`src/rtl/apb_down_timer.sv`:
```
module apb_down_timer #(
  parameter int unsigned CNT_W = 32,
  parameter int unsigned ADDR_W = 8,
  parameter logic [CNT_W-1:0] VERSION = 32'h3230_312A
) (
  input  logic              pclk,
  input  logic              presetn,
  input  logic              psel,
  input  logic              penable,
  input  logic              pwrite,
  input  logic [ADDR_W-1:0] paddr,
  input  logic [CNT_W-1:0]  pwdata,
  output logic [CNT_W-1:0]  prdata,
  output logic              pready,
  output logic              irq_o
);
  localparam logic [ADDR_W-1:0] A_START = ADDR_W'('h00);
  localparam logic [ADDR_W-1:0] A_COUNT = ADDR_W'('h04);
  localparam logic [ADDR_W-1:0] A_CTRL  = ADDR_W'('h08);
  localparam logic [ADDR_W-1:0] A_ACK   = ADDR_W'('h0C);
  localparam logic [ADDR_W-1:0] A_STAT  = ADDR_W'('h10);
  localparam logic [ADDR_W-1:0] A_GSTAT = ADDR_W'('hA0);
  localparam logic [ADDR_W-1:0] A_GACK  = ADDR_W'('hA4);
  localparam logic [ADDR_W-1:0] A_GRAW  = ADDR_W'('hA8);
  localparam logic [ADDR_W-1:0] A_VER   = ADDR_W'('hAC);

  logic [CNT_W-1:0] start_q, count_q;
  logic [2:0]       ctrl_q;
  logic             raw_q;

  wire wr_acc   = psel & penable & pwrite;
  wire rd_acc   = psel & penable & ~pwrite;
  wire ctrl_wr  = wr_acc && (paddr == A_CTRL);
  wire run      = ctrl_q[0];
  wire periodic = ctrl_q[1];
  wire mask     = ctrl_q[2];
  wire kick     = ctrl_wr && pwdata[0] && !run;
  wire expire   = run && !kick && (count_q == '0);
  wire ack_rd   = rd_acc && ((paddr == A_ACK) || (paddr == A_GACK));
  wire pend     = raw_q & ~mask;

  assign pready = 1'b1;
  assign irq_o  = pend;

  always_ff @(posedge pclk or negedge presetn) begin
    if (!presetn) begin
      start_q <= '0;
      ctrl_q  <= '0;
      count_q <= '0;
      raw_q   <= 1'b0;
    end else begin
      if (wr_acc && (paddr == A_START)) start_q <= pwdata;
      if (ctrl_wr) ctrl_q <= pwdata[2:0];

      if (kick) count_q <= start_q;
      else if (run) begin
        if (count_q == '0) count_q <= periodic ? start_q : '1;
        else count_q <= count_q - 1'b1;
      end

      if (expire) raw_q <= 1'b1;
      else if (ack_rd) raw_q <= 1'b0;
    end
  end

  always_comb begin
    prdata = '0;
    case (paddr)
      A_START: prdata = start_q;
      A_COUNT: prdata = count_q;
      A_CTRL:  prdata = CNT_W'(ctrl_q);
      A_STAT,
      A_GSTAT: prdata = CNT_W'(pend);
      A_GRAW:  prdata = CNT_W'(raw_q);
      A_VER:   prdata = VERSION;
      default: prdata = '0;
    endcase
  end
endmodule


```
`config.mk`:
```
export PLATFORM = sky130hd
export DESIGN_NAME = apb_down_timer
export DESIGN_NICKNAME = d
export VERILOG_FILES = /design/src/rtl/apb_down_timer.sv
export SDC_FILE = /design/constraint.sdc
export NUM_CORES = 1
export LEC_CHECK = 0
export BUFFER_PORTS_ARGS = -buffer_cell sky130_fd_sc_hd__buf_2
export CORE_UTILIZATION = 55
export CTS_BUF_LIST = sky130_fd_sc_hd__clkbuf_4 sky130_fd_sc_hd__clkbuf_8
export CTS_CLUSTER_SIZE = 8
export DETAILED_ROUTE_END_ITERATION = 8
export HOLD_SLACK_MARGIN = 0.05
export PLACE_DENSITY = 0.88
export SYNTH_ARGS = -nofsm -noshare
export SYNTH_HDL_FRONTEND = slang
export SYNTH_SLANG_ARGS = --single-unit
export TNS_END_PERCENT = 10
```
`constraint.sdc`:
```
create_clock -name pclk -period 6.6 [get_ports pclk]
set_input_delay 1.32 -clock pclk [delete_from_list [all_inputs] [get_ports pclk]]
set_output_delay 1.32 -clock pclk [all_outputs]
set_load 0.03 [all_outputs]
```
== Word-level counts from Yosys, hierarchy flattened ==
Index checks and enable logic that the tools add are counted.

* Add/subtract/negate cells: 1
* Multipliers: 0
* Div/mod/pow operators: 0
* Order comparisons: 0
* Equal/unequal tests: 8
* Shifts and indexed selects: 0
* Muxes and demuxes: 7
* Bitwise gates (word level): 6
* Reductions and logical operators: 15

{| class="wikitable"
|+ Operator list
! operator !! count
|-
| 32-bit case mux with 6 select lines || 1
|-
| 32-bit 2-to-1 mux || 4
|-
| 8-bit equality test, second input constant || 4
|-
| 32-bit zero test || 1
|-
| 32-bit by 1-bit subtractor with 32-bit output, second input constant || 1
|-
| 8-bit by 4-bit equality test with 1-bit output, second input constant || 2
|-
| 8-bit by 3-bit equality test with 1-bit output, second input constant || 1
|-
| 8-bit by 5-bit equality test with 1-bit output, second input constant || 1
|-
| 8-bit zero test || 1
|-
| 1-bit logical AND || 7
|-
| 1-bit AND || 4
|-
| 2-bit nonzero test || 2
|-
| 1-bit zero test || 2
|-
| 1-bit 2-to-1 mux || 2
|-
| 1-bit inverter || 2
|-
| 2-bit OR reduction || 1
|-
| 1-bit logical OR || 1
|}

* Register bits: 68
* Latch bits: 0
* Memory bits (writable): 0
* Bits in read-only memories: 0
* Output and inout bits: 34
* Memories: 0

== Depth between registers and ports, before layout ==
Gate-level depths: netlist (run 1).

* Word-level depth: 9
* Mapped depth: 10
* Gate-level depth less buffers: 8

== Worst setup path after synthesis (run 1) ==
OpenSTA, ideal clock, no wires.

* Kind: input-to-output
* Start: input paddr[5]
* End: output prdata[0]
* Arrival time: 3.048 ns
* Required time: 5.280 ns
* Setup slack: 2.232 ns
* Cell stages on the path: 5
* Path buffers: 1
* Cell sequence: or4_1 -> nor4b_2 -> clkbuf_1 -> a22oi_1 -> nand3_1

* Longest elaborated chain between the ends: 3
* Elaborated cells between the ends (all ways): 9
* Those cells by class: 6 x eq/ne; 1 x mux; 2 x reduce/logical

{| class="wikitable"
|+ RTL lines
! item !! line !! RTL
|-
| start, declared || 11 || <nowiki>input logic [ADDR_W-1:0] paddr,</nowiki>
|-
| 8-bit by 5-bit equality test with 1-bit output / 8-bit equality test (equally long branches) || 68 || <nowiki>case (paddr)</nowiki>
|-
| 2-bit OR reduction || 68 ||
|-
| 32-bit case mux with 6 select lines (*) || 68 ||
|-
| end, declared || 13 || <nowiki>output logic [CNT_W-1:0] prdata,</nowiki>
|}

Mark *: on every way between the ends. The rest lies on a longest branch, timed or not.

== Final worst setup path (run 1) ==
Ends and elaborated chain as after synthesis.

==> run_results.csv, run 1 <==
group,metric,value,unit
route,firstDrtPassIters,7,
pwr,p_sw_frac,0.335,
clocking,cts_setup_buffers,0,
worst_setup_path,crit_required,5.28,ns
clocking,clk_latency,0.35,ns
clocking,numClockSinks,68,
timing,worst_slack,1.41,ns
worst_setup_path,critical-path-max-stage-delay,0.88,ns
timing,final_max_slew_viol_count,0,
synthesis,synth-edff-count,0,
placed_design,portBuffers,77,
timing,fin_worst_skew,0.00489,ns
clocking,htree_levels,3,
worst_setup_path,arrival,3.87,ns
worst_setup_path,cp_top_family,"simple AND/OR/NAND/NOR gates",
route,vias,3967,
timing,hold_viol,0,
cells_and_area,nets,548,
global_routing,grt_pass1_wl,17.8,mm
global_routing,grt_pass1_vias,3725,
pwr,p_int,0.000775,W
synthesis,ys_ff_latch,68,
timing,rsz0062_at_grt,"no",
route,first_iter_violations,358,
timing,tightest_slew,1.12,ns
clocking,cts_buffer_depth,2,
pwr,p_seq_frac,0.531,
route,viasPerCell,6.56,
timing,maxSlewHeadroom,0.255,
cells_and_area,nFillCells,587,
cells_and_area,drive_above_1_share,0.304,
pwr,power_density,242,nW/um^2
placed_design,place_area,4630,sq um
pwr,max-vdd-ir-drop,0.126,mV
synthesis,avgSynthCellArea,9.60,sq um
die,dieArea,8040,sq um
worst_setup_path,critPathKind,"primary input to output port",
pwr,p_clk_frac,0.269,
hold_path,hold_path_class,"register to register",
synthesis,netlist_area,4230,sq um
die,dieWidth,89.7,um
worst_setup_path,path_buf_inv,3,
die,start_util,0.576,
worst_setup_path,path_max_fanout,18,
worst_setup_path,cp_common_cell,"buf_2",
die,die_h,89.7,um
synthesis,synth.yosys.warnings,0,
worst_setup_path,critPathLaunchType,"primary input",
global_routing,grtUsageTotal,0.293,
worst_setup_path,slowest_stage,"nor4b_4",
synthesis,synthCells,440,
timing,timing.fmax,193,MHz
synthesis,syn_nets,487,
clocking,cts-root-buf,"clkbuf_8",
clocking,cts_resized,0,
timing,timing.final.crit_share,0.787,
timing,setup_tns,0,ns
placed_design,dp_slack,1.45,ns
global_routing,grt_antenna_before_repair,0,
route,routed_wl,11.1,mm
global_routing,grt_max_degree,69,
worst_setup_path,path_cells,"buf_2, or4_1, nor4b_4, buf_4, a22oi_1, nand3_1, buf_2",
cells_and_area,syn_to_final_growth,13.7,%
timing,fin_crit,5.19,ns
run_status,status,"finished, final reports clean",
cells_and_area,num_antenna_cells,0,
clocking,cts_hold_buf,0,
worst_setup_path,cp.depth,7,
hold_path,hold_path_depth,1,
synthesis,synthArstFlopShare,1.00,
pwr,power.leakage,2.16,nW
cells_and_area,design_area,4800,sq um
timing,holdWs,0.544,ns
synthesis,ys.flop_type,"dfrtp_1",
pwr,combPwrFrac,0.200,
route,drc,0,
clocking,cts_tree,"built",
die,rows,31,
clocking,cts_buffers,9,
die,io_pins,79,
worst_setup_path,reg2reg_depth,6,
cells_and_area,utilization,0.655,
die,core_area,7330,sq um
timing,final-setup-viol-count,0,
synthesis,ys_seq_area_frac,0.403,
flow_run,maxCapViolCount,0,
global_routing,gr-total-overflow,0,
synthesis,synth_cell_types,61,
pwr,switchingPower,0.000390,W
clocking,clkTransAtPathRegs,0.07,ns
worst_setup_path,endpoint_kind,"output port",
placed_design,dp.final_hpwl,7.49,mm
placed_design,gp_congestion,0.904,
route,detail-route-antenna-nets,0,
route,routedWlPerCell,18.4,um
-- per-stage QoR --
stage / cells / power, W
after CTS: 605 / 0.00116
after global placement: 589 / 0.000832
final: 605 / 0.00116
after detailed placement: 589 / 0.000847
after global routing: 605 / 0.00123
after floorplan: 440 / 0.000773
-- cell usage after synthesis, drive strengths merged (6+ instances only) --
cell / n / share of area
or3: 9 / 0.014
a22oi: 12 / 0.021
mux2: 35 / 0.093
mux2i: 9 / 0.021
nor3: 14 / 0.017
nor2: 35 / 0.033
a311oi: 6 / 0.012
a211o: 8 / 0.017
o21ai: 22 / 0.026
inv: 6 / 0.0053
or4: 7 / 0.016
clkbuf: 21 / 0.020
buf: 11 / 0.018
xnor2: 7 / 0.015
a22o: 19 / 0.040
o22ai: 8 / 0.012
a21oi: 25 / 0.031
o31ai: 6 / 0.011
nor4: 13 / 0.026
nand3: 11 / 0.013
nand2: 34 / 0.030
dfrtp: 68 / 0.40
nand4: 6 / 0.0089
-- power by group through the flow --
stage | clock network, W | registers (W) | logic [W]
floorplan | 0 | 0.000561 | 0.000212
global placement | 0 | 0.000615 | 0.000217
detailed placement | 0 | 0.000619 | 0.000228
CTS | 0.000317 | 0.000613 | 0.000231
global route | 0.000333 | 0.000630 | 0.000263
finish | 0.000313 | 0.000619 | 0.000233
-- per-layer routing --
layer / up-vias / track usage / share of wire
met3: 23 / 0.0731 / 0.086
li1: 1801 / - / -
met4: 0 / 0.0967 / 0.016
met1: 1946 / 0.388 / 0.42
met2: 197 / 0.472 / 0.48
met5: - / 0 / 0
-- flip-flops by register name (all words and copies together) (netlist names) --
name     count
ctrl_q       3
count_q     32
raw_q        1
start_q     32
-- layout by cell type, fill, tap and decap left out, types with 5 or more instances in the layout --
cell type / count
mux2i_1: 9
xnor2_1: 7
mux2_2: 35
a22o_1: 18
nor2_1: 32
nand4_1: 6
nor4_1: 11
buf_2: 77
or3_1: 8
dfrtp_1: 68
a311oi_1: 6
nor3_1: 14
nand2_1: 34
inv_1: 6
clkbuf_8: 10
o31ai_1: 6
a211o_1: 8
nand3_1: 11
o21ai_0: 22
o22ai_1: 8
a22oi_1: 12
a21oi_1: 24
buf_4: 5
-- path summary, 6_finish.rpt --
| path | startpoint | to | slack (ns) |
|---|---|---|---|
| min in group asynchronous | presetn | start_q[21]$_DFFE_PN0P_ | 1.17 |
| max in group asynchronous | presetn | start_q[0]$_DFFE_PN0P_ | 4.86 |
| hold / removal | start_q[26]$_DFFE_PN0P_ | start_q[26]$_DFFE_PN0P_ | 0.54 |
| setup / recovery | paddr[5] | prdata[0] | 1.41 |
| setup reg to reg | count_q[12]$_DFFE_PN0P_ | count_q[23]$_DFFE_PN0P_ | 3.62 |
| hold reg to reg | start_q[26]$_DFFE_PN0P_ | start_q[26]$_DFFE_PN0P_ | 0.54 |
-- worst register-to-register path, stage by stage, from the launching register on --
cell      delay (ns)
dfrtp_1         0.48
nor4_1          0.80
nand2_1         0.27
or4_4           0.73
or3_1           0.34
nand3_1         0.08
o211ai_1        0.11
-- logic make-up (layout without fill, tap and decap cells) --
logic type	after synthesis	count (layout)	synth area share
adder cells (fa/ha/maj)	2	2	0.00592
buffers and inverters	38	104	0.0432
AO/OA/AOI/OAI	126	126	0.214
multiplexers	44	44	0.115
AND/OR/NAND/NOR	151	151	0.198
XOR/XNOR	10	10	0.0207
flip-flops	68	68	0.403
other	1	1	0.000888
-- layout make-up --
cell class / instances / area [sq um] / area share
multi-input cells: 334 / 2360 / 0.490
flip-flops and latches: 68 / 1700 / 0.354
repair buffers: 82 / 423 / 0.0880
clock buffers: 14 / 168 / 0.0349
well taps: 99 / 124 / 0.0258
inverters: 6 / 22.5 / 0.00469
clock inverters: 2 / 10.0 / 0.00208
No activity file was read; power rests on OpenSTA's default activity.
==> inputs of run 2 (changes only) <==
- CORE_UTILIZATION: 55 -> 52
- PLACE_DENSITY: 0.88 -> 0.87
- clock period: 6.6 -> 4.7 ns (I/O delays scaled with it)
==> run 2 against run 1 <==
Flip-flop and latch count unchanged. Via count about the same. Combinational power up 41%. Power up 39%. Core utilization down 4.1 points. Cell count up 0.33%. Critical endpoint is now prdata[13].
==> run_results.csv, run 2 (synthesis results as in run 1) <==
group,metric,value,unit
die,die_h,92.1,um
clocking,cts_resized,0,
die,dieArea,8490,sq um
worst_setup_path,critPathLaunchType,"primary input",
placed_design,dp.final_hpwl,7.61,mm
cells_and_area,num_antenna_cells,0,
clocking,cts_buffer_depth,2,
clocking,clkTransAtPathRegs,0.07,ns
global_routing,grt_antenna_before_repair,0,
route,first_iter_violations,470,
clocking,cts_buffers,9,
cells_and_area,design_area,4800,sq um
timing,timing.final.crit_share,0.804,
flow_run,maxCapViolCount,0,
pwr,max-vdd-ir-drop,0.183,mV
die,start_util,0.541,
clocking,cts_hold_buf,0,
cells_and_area,nets,549,
timing,rsz0062_at_grt,"no",
cells_and_area,seqCellArea,1700,sq um
timing,fin_crit,3.78,ns
worst_setup_path,critPathKind,"primary input to output port",
route,vias,3965,
placed_design,portBuffers,77,
pwr,power.leakage,2.16,nW
timing,hold_viol,0,
global_routing,grtUsageTotal,0.280,
clocking,htree_levels,3,
timing,final_max_slew_viol_count,0,
die,io_pins,79,
global_routing,grt_pass1_vias,3823,
cells_and_area,top_regs,"count_q x32, start_q x32, ctrl_q x3",
route,viasPerCell,6.53,
timing,fin_worst_skew,0.00747,ns
worst_setup_path,endpoint_kind,"output port",
timing,setup_tns,0,ns
pwr,power_density,337,nW/um^2
hold_path,hold_path_class,"register to register",
placed_design,dp_slack,0.931,ns
clocking,cts-root-buf,"clkbuf_8",
route,routedWlPerCell,18.7,um
cells_and_area,mostFrequentLayoutCells,"77 x buf_2, 68 x dfrtp_1, 35 x mux2_2",
die,rows,32,
worst_setup_path,crit_required,3.76,ns
die,dieWidth,92.1,um
timing,final-setup-viol-count,0,
route,drc,0,
route,firstDrtPassIters,5,
die,core_area,7810,sq um
clocking,cts_setup_buffers,0,
placed_design,place_area,4640,sq um
run_status,status,"finished, final reports clean",
global_routing,gr-total-overflow,0,
timing,worst_slack,0.919,ns
timing,maxSlewHeadroom,0.238,
global_routing,grt_max_degree,44,
placed_design,gp_congestion,0.930,
cells_and_area,drive_above_1_share,0.303,
route,detail-route-antenna-nets,0,
timing,tightest_slew,1.14,ns
cells_and_area,syn_to_final_growth,13.6,%
cells_and_area,final_common_cell,"buf_2",
route,routed_wl,11.3,mm
clocking,cts_tree,"built",
clocking,numClockSinks,68,
cells_and_area,multiInputGateArea,2360,sq um
cells_and_area,nFillCells,669,
worst_setup_path,path_max_fanout,33,
clocking,clk_latency,0.35,ns
global_routing,grt_pass1_wl,18.6,mm
timing,timing.fmax,264,MHz
worst_setup_path,arrival,2.84,ns
==> run 2: changes by cell type in the layout (fill, tap and decap cells not counted) <==
| cell | before | now |
|---|---|---|
| clkbuf_4 | 4 | 1 |
| clkinv_2 | 2 | 3 |
| buf_4 | 5 | 6 |
==> run 2: worst paths after layout <==
kind | startpoint | endpoint | slack [ns] | depth (start not counted)
min in group asynchronous | presetn | start_q[24]$_DFFE_PN0P_ | 0.75 | 1
worst max-delay path | paddr[5] | prdata[13] | 0.92 | 7
worst min register to register | start_q[6]$_DFFE_PN0P_ | start_q[6]$_DFFE_PN0P_ | 0.54 | 1
worst max register to register | count_q[12]$_DFFE_PN0P_ | count_q[23]$_DFFE_PN0P_ | 1.61 | 6
max in group asynchronous | presetn | count_q[8]$_DFFE_PN0P_ | 3.03 | 2
worst min-delay path | start_q[6]$_DFFE_PN0P_ | start_q[6]$_DFFE_PN0P_ | 0.54 | 1
==> run 2: critical path: stages <==
cell and delay (ns):
buf_2 0.14, or4_1 0.64, nor4b_4 0.24, buf_4 0.38, a22oi_1 0.15, nand2_1 0.10
buf_2 0.23
==> run 2: per-stage QoR <==
stage	hold slack (ns)	cells	total power [W]	util
finish	0.540	607	0.00162	0.615
global placement	0.520	593	0.00117	0.594
detailed placement	0.523	593	0.00119	0.594
CTS	0.540	607	0.00161	0.615
global route	0.562	607	0.00170	0.615
floorplan	0.484	440	0.00109	-
==> run 2: routing by layer <==
layer  up-vias  track usage  part of all wire
met5         -            0                 0
met4         0        0.112             0.021
met3        26       0.0622             0.080
met2       220        0.445              0.48
met1      1908        0.371              0.42
li1       1811            -                 -
==> run 2: final cells by class <==
cell class                 count  area share
clock buffer                  11      0.0302
clock inverter                 3     0.00313
inverter                       6     0.00469
multi-input combinational    334       0.491
sequential                    68       0.355
tap                          102      0.0266
timing repair buffer          83      0.0897
==> run 2: report_power, final <==
part	switching (W)	internal (W)	total [W]
clock	0.000214	0.000203	0.000418
combinational	0.000157	0.000172	0.000328
sequential	0.000183	0.000688	0.000871
total	0.000554	0.00106	0.00162
==> inputs of run 3 (changes only) <==
- CORE_UTILIZATION: 52 -> 55
- PLACE_DENSITY: 0.87 -> 0.88
- clock period: 4.7 -> 4 ns (I/O delays scaled with it)
==> run 3 against run 2 <==
Die area is 5.3% lower. Critical endpoint is now prdata[0]. Critical path depth did not move. Largest cell class unchanged. Cell count increased by 0.16%. Via count fell by 0.81%. Register-to-register slack worse by 0.62 ns. Clock skew is 0.00080 ns higher. Hold slack better by 0.0074 ns.
==> run_results.csv, run 3 (synthesis results as in run 1) <==
group,metric,value,unit
clocking,cts_setup_buffers,0,
die,io_pins,79,
die,start_util,0.576,
clocking,htree_levels,3,
clocking,cts_tree,"built",
timing,tightest_slew,1.09,ns
cells_and_area,drive_above_1_share,0.308,
clocking,cts_buffers,9,
timing,maxSlewHeadroom,0.274,
route,routedWlPerCell,18.2,um
timing,timing.final.crit_share,0.851,
cells_and_area,nFillCells,633,
die,dieArea,8040,sq um
worst_setup_path,cp_common_cell,"buf_2",
timing,setup_tns,0,ns
clocking,cts_resized,0,
clocking,cts_buffer_depth,2,
clocking,cts_hold_buf,0,
timing,fin_worst_skew,0.00827,ns
die,die_h,89.7,um
worst_setup_path,critPathLaunchType,"primary input",
worst_setup_path,path_cells,"buf_2, or4_1, nor4b_4, buf_4, a22oi_1, nand3_1, buf_2",
cells_and_area,num_antenna_cells,0,
clocking,clk_latency,0.35,ns
pwr,power_density,405,nW/um^2
run_status,status,"finished, final reports clean",
placed_design,portBuffers,77,
route,viasPerCell,6.47,
worst_setup_path,critPathKind,"primary input to output port",
clocking,cts-root-buf,"clkbuf_8",
placed_design,dp.final_hpwl,7.66,mm
worst_setup_path,path_max_fanout,16,
route,drc,0,
global_routing,grt_pass1_vias,3676,
pwr,max-vdd-ir-drop,0.235,mV
worst_setup_path,arrival,2.60,ns
pwr,power.leakage,2.19,nW
die,rows,31,
clocking,clkTransAtPathRegs,0.06,ns
timing,hold_viol,0,
hold_path,hold_path_class,"register to register",
timing,rsz0062_at_grt,"no",
clocking,numClockSinks,68,
route,detail-route-antenna-nets,0,
route,routed_wl,11.1,mm
cells_and_area,top_regs,"count_q x32, start_q x32, ctrl_q x3",
worst_setup_path,slowest_stage,"or4_1",
die,dieWidth,89.7,um
global_routing,grtUsageTotal,0.289,
global_routing,grt_max_degree,48,
timing,final-setup-viol-count,0,
placed_design,gp_congestion,0.875,
route,firstDrtPassIters,5,
global_routing,gr-total-overflow,0,
timing,fin_crit,3.40,ns
cells_and_area,utilization,0.661,
worst_setup_path,critical-path-max-stage-delay,0.65,ns
global_routing,grt_pass1_wl,17.5,mm
cells_and_area,mostFrequentLayoutCells,"77 x buf_2, 68 x dfrtp_1, 35 x mux2_2",
worst_setup_path,endpoint_kind,"output port",
die,core_area,7330,sq um
worst_setup_path,crit_required,3.20,ns
timing,final_max_slew_viol_count,0,
global_routing,grt_antenna_before_repair,0,
route,first_iter_violations,335,
cells_and_area,final_common_cell,"buf_2",
cells_and_area,nets,551,
flow_run,maxCapViolCount,0,
timing,timing.fmax,294,MHz
route,vias,3933,
cells_and_area,syn_to_final_growth,14.6,%
-- run 3: cell types whose count changed in the layout (fill, tap and decap cells not counted) --
cell | before | now
clkinv_2 | 3 | 1
clkbuf_4 | 1 | 3
clkbuf_8 | 10 | 12
buf_4 | 6 | 8
-- run 3: worst max-delay path: cells and delay by family --
| family | cells | cell delay, ns |
|---|---|---|
| buffers and inverters | 3 | 0.60 |
| AND/OR/NAND/NOR | 3 | 1.07 |
| AO/OA/AOI/OAI | 1 | 0.13 |
-- run 3: power breakdown --
group          internal, W  switching (W)
clock             0.000296       0.000256
combinational     0.000201       0.000187
sequential        0.000809       0.000213
-- run 3: final cells by class --
type / count / area [sq um] / share of cell area
Clock buffer: 15 / 188 / 0.0388
Multi-Input combinational cell: 334 / 2360 / 0.487
Sequential cell: 68 / 1700 / 0.351
Tap cell: 99 / 124 / 0.0256
Timing Repair Buffer: 85 / 445 / 0.0920
Inverter: 6 / 22.5 / 0.00465
Clock inverter: 1 / 5.00 / 0.00103
-- run 3: path summary, 6_finish.rpt --
check,start,to,slack [ns],depth (start not counted)
min in group asynchronous,presetn,start_q[26]$_DFFE_PN0P_,0.64,1
worst max-delay path,paddr[5],prdata[0],0.60,7
worst max register to register,count_q[12]$_DFFE_PN0P_,count_q[4]$_DFFE_PN0P_,0.99,5
worst min register to register,start_q[3]$_DFFE_PN0P_,start_q[3]$_DFFE_PN0P_,0.55,1
max in group asynchronous,presetn,count_q[1]$_DFFE_PN0P_,2.43,2
worst min-delay path,start_q[3]$_DFFE_PN0P_,start_q[3]$_DFFE_PN0P_,0.55,1
-- run 3: layer usage --
| layer | global-route usage | part of all wire |
|---|---|---|
| met3 | 0.0375 | 0.084 |
| met2 | 0.486 | 0.48 |
| met1 | 0.377 | 0.41 |
| met5 | 0 | 0 |
| met4 | 0.123 | 0.018 |
-- run 3: per-stage QoR --
stage	hold slack [ns]	power (W)	cell area [sq um]	setup slack (ns)	cells
5_1_grt	0.571	0.00206	4840	0.530	608
2_1_floorplan	0.484	0.00128	4230	0.672	440
6_report	0.547	0.00196	4840	0.598	608
4_1_cts	0.550	0.00195	4840	0.605	608
3_3_place_gp	0.519	0.00137	4650	0.674	592
3_5_place_dp	0.533	0.00140	4650	0.622	592
